$ cat src/rtl/slot_alloc_pkg.sv
package slot_alloc_pkg;

  typedef enum logic [1:0] {
    OP_ALLOC   = 2'd0,
    OP_CLAIM   = 2'd1,
    OP_RELEASE = 2'd2,
    OP_RSVD    = 2'd3
  } op_e;

  typedef enum logic {
    KIND_LEVEL = 1'b0,
    KIND_PULSE = 1'b1
  } kind_e;

  typedef enum logic {
    ST_IDLE = 1'b0,
    ST_SCAN = 1'b1
  } state_e;

endpackage

$ cat src/rtl/run_mask.sv
module run_mask #(
  parameter int NUM_SLOTS = 64,
  localparam int W = $clog2(NUM_SLOTS) + 1
) (
  input  logic [W-1:0]         start,
  input  logic [W-1:0]         count,
  output logic [NUM_SLOTS-1:0] mask
);

  logic [W:0] start_ext;
  logic [W:0] end_ext;

  assign start_ext = {1'b0, start};
  assign end_ext   = {1'b0, start} + {1'b0, count};

  for (genvar g = 0; g < NUM_SLOTS; g++) begin : g_bit
    localparam logic [W:0] POS = (W+1)'(g);
    assign mask[g] = (start_ext <= POS) && (POS < end_ext);
  end

endmodule

$ cat src/rtl/align_rule.sv
module align_rule #(
  parameter int NUM_SLOTS = 64,
  parameter int MAX_ALIGN = 32,
  localparam int W = $clog2(NUM_SLOTS) + 1
) (
  input  logic [W-1:0] count,
  input  logic         align,
  output logic         legal,
  output logic [W-1:0] step
);

  logic pow2;
  logic in_table;

  assign pow2     = (count != '0) && ((count & (count - W'(1))) == '0);
  assign in_table = (count != '0) && (count <= W'(NUM_SLOTS));
  assign legal    = in_table && (!align || (pow2 && (count <= W'(MAX_ALIGN))));
  assign step     = align ? count : W'(1);

endmodule

$ cat src/rtl/slot_table.sv
module slot_table #(
  parameter int NUM_SLOTS = 64
) (
  input  logic                 clk,
  input  logic                 rst_n,
  input  logic                 set_en,
  input  logic                 clr_en,
  input  logic                 set_kind,
  input  logic [NUM_SLOTS-1:0] mask,
  output logic [NUM_SLOTS-1:0] used_q,
  output logic [NUM_SLOTS-1:0] kind_q
);

  logic [NUM_SLOTS-1:0] used_d;
  logic [NUM_SLOTS-1:0] kind_d;
  logic                 tbl_en;

  assign tbl_en = set_en || clr_en;

  always_comb begin
    used_d = used_q;
    kind_d = kind_q;
    if (set_en) begin
      used_d = used_q | mask;
      kind_d = set_kind ? (kind_q | mask) : (kind_q & ~mask);
    end else if (clr_en) begin
      used_d = used_q & ~mask;
      kind_d = kind_q & ~mask;
    end
  end

  always_ff @(posedge clk or negedge rst_n) begin
    if (!rst_n) begin
      used_q <= '0;
      kind_q <= '0;
    end else if (tbl_en) begin
      used_q <= used_d;
      kind_q <= kind_d;
    end
  end

  AST_SET_CLR_EXCL: assert property (@(posedge clk) disable iff (!rst_n)
    !(set_en && clr_en));

  AST_SET_MARKS_RUN: assert property (@(posedge clk) disable iff (!rst_n)
    set_en |=> ((used_q & $past(mask)) == $past(mask)));

  AST_CLR_EMPTIES_RUN: assert property (@(posedge clk) disable iff (!rst_n)
    clr_en |=> ((used_q & $past(mask)) == '0) && ((kind_q & $past(mask)) == '0));

endmodule

$ cat src/rtl/alloc_ctrl.sv
module alloc_ctrl
  import slot_alloc_pkg::*;
#(
  parameter int NUM_SLOTS = 64,
  parameter int IDX_W     = 16,
  parameter int BASE      = 4096,
  localparam int W = $clog2(NUM_SLOTS) + 1
) (
  input  logic                 clk,
  input  logic                 rst_n,
  input  logic                 req_valid,
  input  logic [1:0]           req_op,
  input  logic [W-1:0]         req_count,
  input  logic                 req_kind,
  input  logic                 req_align,
  input  logic [IDX_W-1:0]     req_index,
  input  logic                 rule_legal,
  input  logic [W-1:0]         rule_step,
  input  logic [NUM_SLOTS-1:0] used_q,
  input  logic [NUM_SLOTS-1:0] mask,
  output logic [W-1:0]         m_start,
  output logic [W-1:0]         m_count,
  output logic                 set_en,
  output logic                 clr_en,
  output logic                 set_kind,
  output logic                 busy,
  output logic                 done,
  output logic                 ok,
  output logic                 fail,
  output logic                 err,
  output logic                 warn,
  output logic [IDX_W-1:0]     result
);

  state_e           state_q, state_d;
  logic [W-1:0]     start_q, start_d;
  logic [W-1:0]     cnt_q, cnt_d;
  logic [W-1:0]     step_q, step_d;
  logic             kind_q, kind_d;
  logic             align_q, align_d;
  op_e              op_q, op_d;
  logic             done_d, ok_d, fail_d, err_d, warn_d;
  logic [IDX_W-1:0] result_d;

  logic             below_base;
  logic [IDX_W-1:0] rel_full;
  logic             in_range;
  logic             run_fits;
  logic             run_clear;
  logic             run_over;

  assign below_base = req_index < IDX_W'(BASE);
  assign rel_full   = req_index - IDX_W'(BASE);
  assign in_range   = !below_base && (rel_full < IDX_W'(NUM_SLOTS));
  assign run_fits   = ({1'b0, rel_full} + (IDX_W+1)'(req_count)) <= (IDX_W+1)'(NUM_SLOTS);
  assign run_clear  = (used_q & mask) == '0;
  assign run_over   = ({1'b0, start_q} + {1'b0, cnt_q}) > (W+1)'(NUM_SLOTS);
  assign busy       = (state_q == ST_SCAN);

  always_comb begin
    state_d  = state_q;
    start_d  = start_q;
    cnt_d    = cnt_q;
    step_d   = step_q;
    kind_d   = kind_q;
    align_d  = align_q;
    op_d     = op_q;
    done_d   = 1'b0;
    ok_d     = 1'b0;
    fail_d   = 1'b0;
    err_d    = 1'b0;
    warn_d   = 1'b0;
    result_d = result;
    set_en   = 1'b0;
    clr_en   = 1'b0;
    set_kind = kind_q;
    m_start  = start_q;
    m_count  = cnt_q;
    unique case (state_q)
      ST_IDLE: begin
        if (req_valid) begin
          op_d = op_e'(req_op);
          unique case (op_e'(req_op))
            OP_ALLOC: begin
              if (rule_legal) begin
                state_d = ST_SCAN;
                start_d = '0;
                cnt_d   = req_count;
                step_d  = rule_step;
                kind_d  = req_kind;
                align_d = req_align;
              end else begin
                done_d = 1'b1;
                err_d  = 1'b1;
              end
            end
            OP_CLAIM: begin
              m_start = rel_full[W-1:0];
              m_count = W'(1);
              done_d  = 1'b1;
              if (in_range && run_clear) begin
                set_en   = 1'b1;
                set_kind = req_kind;
                ok_d     = 1'b1;
                result_d = req_index;
              end else begin
                fail_d = 1'b1;
              end
            end
            OP_RELEASE: begin
              m_start = rel_full[W-1:0];
              m_count = req_count;
              done_d  = 1'b1;
              if (in_range && run_fits && (req_count != '0)) begin
                clr_en = 1'b1;
                ok_d   = 1'b1;
                warn_d = ((~used_q & mask) != '0);
              end else begin
                err_d = 1'b1;
              end
            end
            default: begin
              done_d = 1'b1;
              err_d  = 1'b1;
            end
          endcase
        end
      end
      ST_SCAN: begin
        if (run_over) begin
          state_d = ST_IDLE;
          done_d  = 1'b1;
          fail_d  = 1'b1;
        end else if (run_clear) begin
          state_d  = ST_IDLE;
          set_en   = 1'b1;
          done_d   = 1'b1;
          ok_d     = 1'b1;
          result_d = IDX_W'(BASE) + IDX_W'(start_q);
        end else begin
          start_d = start_q + step_q;
        end
      end
      default: state_d = ST_IDLE;
    endcase
  end

  always_ff @(posedge clk or negedge rst_n) begin
    if (!rst_n) begin
      state_q <= ST_IDLE;
      start_q <= '0;
      cnt_q   <= '0;
      step_q  <= '0;
      kind_q  <= 1'b0;
      align_q <= 1'b0;
      op_q    <= OP_ALLOC;
      done    <= 1'b0;
      ok      <= 1'b0;
      fail    <= 1'b0;
      err     <= 1'b0;
      warn    <= 1'b0;
      result  <= '0;
    end else begin
      state_q <= state_d;
      start_q <= start_d;
      cnt_q   <= cnt_d;
      step_q  <= step_d;
      kind_q  <= kind_d;
      align_q <= align_d;
      op_q    <= op_d;
      done    <= done_d;
      ok      <= ok_d;
      fail    <= fail_d;
      err     <= err_d;
      warn    <= warn_d;
      result  <= result_d;
    end
  end

  AST_DONE_OUTSIDE_SCAN: assert property (@(posedge clk) disable iff (!rst_n)
    done |-> !busy);

  AST_SINGLE_OUTCOME: assert property (@(posedge clk) disable iff (!rst_n)
    done |-> ($countones({ok, fail, err}) == 1));

  AST_OUTCOME_NEEDS_DONE: assert property (@(posedge clk) disable iff (!rst_n)
    (ok || fail || err || warn) |-> done);

  AST_SCAN_STEP: assert property (@(posedge clk) disable iff (!rst_n)
    (busy && $past(busy)) |-> (start_q == $past(start_q) + $past(step_q)));

  AST_SCAN_BOUND: assert property (@(posedge clk) disable iff (!rst_n)
    busy |-> (start_q <= W'(NUM_SLOTS)));

  AST_ALIGNED_RESULT: assert property (@(posedge clk) disable iff (!rst_n)
    (ok && (op_q == OP_ALLOC) && align_q) |->
      (((result[W-1:0] - W'(BASE)) & (cnt_q - W'(1))) == '0));

endmodule

$ cat src/rtl/slot_run_alloc.sv
module slot_run_alloc #(
  parameter int NUM_SLOTS = 64,
  parameter int MAX_ALIGN = 32,
  parameter int IDX_W     = 16,
  parameter int BASE      = 4096,
  localparam int W = $clog2(NUM_SLOTS) + 1
) (
  input  logic                 clk,
  input  logic                 rst_n,
  input  logic                 req_valid,
  input  logic [1:0]           req_op,
  input  logic [W-1:0]         req_count,
  input  logic                 req_align,
  input  logic                 req_kind,
  input  logic [IDX_W-1:0]     req_index,
  output logic                 busy,
  output logic                 done,
  output logic                 ok,
  output logic                 fail,
  output logic                 err,
  output logic                 warn,
  output logic [IDX_W-1:0]     result,
  output logic [NUM_SLOTS-1:0] used_map,
  output logic [NUM_SLOTS-1:0] kind_map
);

  logic [1:0]           rst_pipe;
  logic                 rst_int_n;
  logic                 rule_legal;
  logic [W-1:0]         rule_step;
  logic [W-1:0]         m_start;
  logic [W-1:0]         m_count;
  logic [NUM_SLOTS-1:0] mask;
  logic                 set_en;
  logic                 clr_en;
  logic                 set_kind;

  always_ff @(posedge clk or negedge rst_n) begin
    if (!rst_n) rst_pipe <= '0;
    else        rst_pipe <= {rst_pipe[0], 1'b1};
  end
  assign rst_int_n = rst_pipe[1];

  align_rule #(.NUM_SLOTS(NUM_SLOTS), .MAX_ALIGN(MAX_ALIGN)) u_rule (
    .count (req_count),
    .align (req_align),
    .legal (rule_legal),
    .step  (rule_step)
  );

  run_mask #(.NUM_SLOTS(NUM_SLOTS)) u_mask (
    .start (m_start),
    .count (m_count),
    .mask  (mask)
  );

  slot_table #(.NUM_SLOTS(NUM_SLOTS)) u_table (
    .clk      (clk),
    .rst_n    (rst_int_n),
    .set_en   (set_en),
    .clr_en   (clr_en),
    .set_kind (set_kind),
    .mask     (mask),
    .used_q   (used_map),
    .kind_q   (kind_map)
  );

  alloc_ctrl #(.NUM_SLOTS(NUM_SLOTS), .IDX_W(IDX_W), .BASE(BASE)) u_ctrl (
    .clk        (clk),
    .rst_n      (rst_int_n),
    .req_valid  (req_valid),
    .req_op     (req_op),
    .req_count  (req_count),
    .req_kind   (req_kind),
    .req_align  (req_align),
    .req_index  (req_index),
    .rule_legal (rule_legal),
    .rule_step  (rule_step),
    .used_q     (used_map),
    .mask       (mask),
    .m_start    (m_start),
    .m_count    (m_count),
    .set_en     (set_en),
    .clr_en     (clr_en),
    .set_kind   (set_kind),
    .busy       (busy),
    .done       (done),
    .ok         (ok),
    .fail       (fail),
    .err        (err),
    .warn       (warn),
    .result     (result)
  );

  AST_ERR_KEEPS_TABLE: assert property (@(posedge clk) disable iff (!rst_int_n)
    err |-> ((used_map == $past(used_map)) && (kind_map == $past(kind_map))));

  AST_FAIL_KEEPS_TABLE: assert property (@(posedge clk) disable iff (!rst_int_n)
    fail |-> (used_map == $past(used_map)));

  AST_KIND_ONLY_ON_USED: assert property (@(posedge clk) disable iff (!rst_int_n)
    ((kind_map & ~used_map) == '0));

endmodule

$ cat config.mk
export PLATFORM = sky130hd
export DESIGN_NAME = slot_run_alloc
export DESIGN_NICKNAME = d
export VERILOG_FILES = /design/src/rtl/slot_alloc_pkg.sv /design/src/rtl/run_mask.sv /design/src/rtl/align_rule.sv /design/src/rtl/slot_table.sv /design/src/rtl/alloc_ctrl.sv /design/src/rtl/slot_run_alloc.sv
export SDC_FILE = /design/constraint.sdc
export NUM_CORES = 1
export LEC_CHECK = 0
export ABC_AREA = 1
export BUFFER_PORTS_ARGS = -buffer_cell sky130_fd_sc_hd__clkbuf_2
export CAP_MARGIN = 20
export CORE_UTILIZATION = 59
export DETAILED_ROUTE_END_ITERATION = 12
export PLACE_DENSITY = 0.85
export REMOVE_ABC_BUFFERS = 1
export SYNTH_ARGS = -nofsm -noshare
export SYNTH_HDL_FRONTEND = slang
export SYNTH_SLANG_ARGS = --single-unit
$ cat constraint.sdc
create_clock -name clk -period 6.5 [get_ports clk]
set_input_delay 0.975 -clock clk [delete_from_list [all_inputs] [get_ports clk]]
set_output_delay 0.975 -clock clk [all_outputs]
set_load 0.05 [all_outputs]
==> flow_metrics.tcl <==
set metrics [dict create \
    path_max_fanout 64 \
    final-setup-viol-count 0 \
    post_cts_buffers 0 \
    path_common_cell "nand2_1" \
    cts_sinks 174 \
    grt.overflow.total 0 \
    finalClockSkew_ns 0.0156 \
    antennaDiodeCount 0 \
    worst_slack_ns 0.384 \
    grt_pass1_wl_um 64500 \
    pre_cts_slack_ns 0.200 \
    slew_headroom 0.306 \
    fin_crit_sh 0.941 \
    die_area_um2 21100 \
    yosysTopAreaCell "dfrtp_1" \
    antenna_found_initial 0 \
    core-area_um2 20200 \
    portBuffers 179 \
    grt_pass1_vias 12500 \
    ys.flop_type "dfrtp_1" \
    synthTopCellsByCount "nand2_1, dfrtp_1, inv_1" \
    firstDrtPassIters 6 \
    htree_levels 4 \
    place_inst 2222 \
    gp_congestion 1.07 \
    leakagePower_nw 8.26 \
    ys_ff_latch 174 \
    die_w_um 145 \
    r2r_slack_ns 0.50 \
    worstPathRequired_ns 6.83 \
    hold_path.class "in -> async" \
    wl_per_cell_um 17.8 \
    nets 2039 \
    die_y_um 145 \
    dp_hpwl_um 28900 \
    ir_worst_vdd_mv 0.335 \
    synth_top_family_by_area "simple AND/OR/NAND/NOR gates" \
    slew_violations 0 \
    worstMarginPinSlew_ns 1.04 \
    drc_errors 0 \
    path_class "in -> reg" \
    syn-cell-area_um2 12100 \
    rr_worst_depth 27 \
    endpoint_kind "flop" \
    synthSimpleGateAreaFrac 0.367 \
    status "complete, no violations" \
    fmax_ghz 0.164 \
    clk_pin_slew_ns 0.07 \
    synth.most_common_cell "nand2_1" \
    synth_xor_area_frac 0.0130 \
    slowest_stage "o21ai_0" \
    ant_nets 0 \
    drt-total-wl_um 40200 \
    cp.buffers_inverters 6 \
    synth_adder_area_share 0.0411 \
    power.density_nw_per_um2 550 \
    synth_compound_area_frac 0.129 \
    worstReg2RegStart "u_ctrl.busy" \
    clockBufferDepth 2 \
    fp-row-count 52 \
    cp_slowest_stage_delay_ns 0.55 \
    max_cap_viol_count 0 \
    final-hold-violation-count 0 \
    synthArstFlopShare 1.00 \
    path_depth 29 \
    cp_top_family "simple AND/OR/NAND/NOR gates" \
    synth_top_area_frac 0.359 \
    initial_core_util 0.601 \
    critPathLaunchType "input port" \
    grt_max_degree 132 \
    vias 13300 \
    syn_inst 1809 \
    clk_latency_ns 0.45 \
    grt_use_total 0.385 \
    ys_seq_area_frac 0.359 \
    synth_mux_area_frac 0 \
    viasPerCell 5.92 \
    synth_edf_count 0 \
    drt-initial-drc-count 1366 \
    yosys_warnings 0 \
    grt_setup_unrepaired "no" \
    syn_area_per_cell_um2 6.70 \
    area_delta_synth_final_pct 14.5 \
    final_layout_size_suffix_gt1_frac 0.143 \
    root_buffer "clkbuf_16" \
    yosys-top-cells-area "dfrtp_1, nand2_1, nand3_1, inv_1, o2111ai_1" \
    fin_crit_ns 6.12 \
    final_cells 2254 \
    cp.arrival_ns 6.45 \
    cts_buffers 17 \
    ctsResizeCount 0 \
    yosysUniqueCellTypes 50 \
    holdWs_ns 0.301 \
    io_pins 180 \
    holdBufCountCts 0 \
    cts_tree "built" \
]
==> placed cells by master (no fill, tap or decap), types with 19 or more instances in the layout <==
master,count
inv_1,173
nand4_1,19
nor2_1,133
ha_1,35
o21ai_0,76
dfrtp_1,172
o22ai_1,29
nand2_1,735
o2111ai_1,66
a21oi_1,44
buf_4,32
nand3_1,156
clkbuf_2,179
==> cell type report <==
type | count | area [µm²]
Multi-Input combinational cell | 1383 | 6700
Fill cell | 1784 | 6300
Sequential cell | 174 | 4360
Timing Repair Buffer | 214 | 1200
Inverter | 181 | 684
Clock buffer | 19 | 443
Tap cell | 270 | 338
Clock inverter | 13 | 153
==> power breakdown <==
group,total [mW],switching (mW),internal (mW)
registers,1.55,0.258,1.30
clock network,1.07,0.485,0.586
logic,5.01,3.73,1.27
total,7.63,4.48,3.16
==> how the worst max path moves through the flow <==
stage          endpoint   startpoint  slack (ns)
2_1_floorplan      flop  u_ctrl.busy       -1.98
3_3_place_gp       flop    req_op[0]        0.23
3_5_place_dp       flop    req_op[0]        0.20
4_1_cts            flop    req_op[0]        0.60
5_1_grt            flop    req_op[0]        0.09
6_report           flop    req_op[0]        0.38
==> cell families after synthesis <==
group,Yosys count
compound gates,243
flops,174
fa+ha+maj,38
xor+xnor,18
buf+inv,252
other cells,1
simple gates,1083
==> routing by layer <==
layer | GRT usage | vias to the layer above | part of all wire
met5 | 0 | - | 0
met3 | 0.0701 | 136 | 0.10
met1 | 0.532 | 6139 | 0.42
met2 | 0.596 | 828 | 0.44
met4 | 0.165 | 0 | 0.036
li1 | - | 6241 | -
==> stage by stage <==
| step | setup TNS, ns | area [µm²] | util | power [mW] |
|---|---|---|---|---|
| 3_5_place_dp | 0 | 13300 | 0.658 | 6.39 |
| 6_report | 0 | 13900 | 0.688 | 7.63 |
| 2_1_floorplan | -261.65 | 11700 | - | 4.71 |
| 3_3_place_gp | 0 | 13300 | 0.658 | 6.32 |
| 5_1_grt | 0 | 13900 | 0.688 | 8.08 |
| 4_1_cts | 0 | 13900 | 0.688 | 7.48 |
Power figures use the tool's default switching activity.
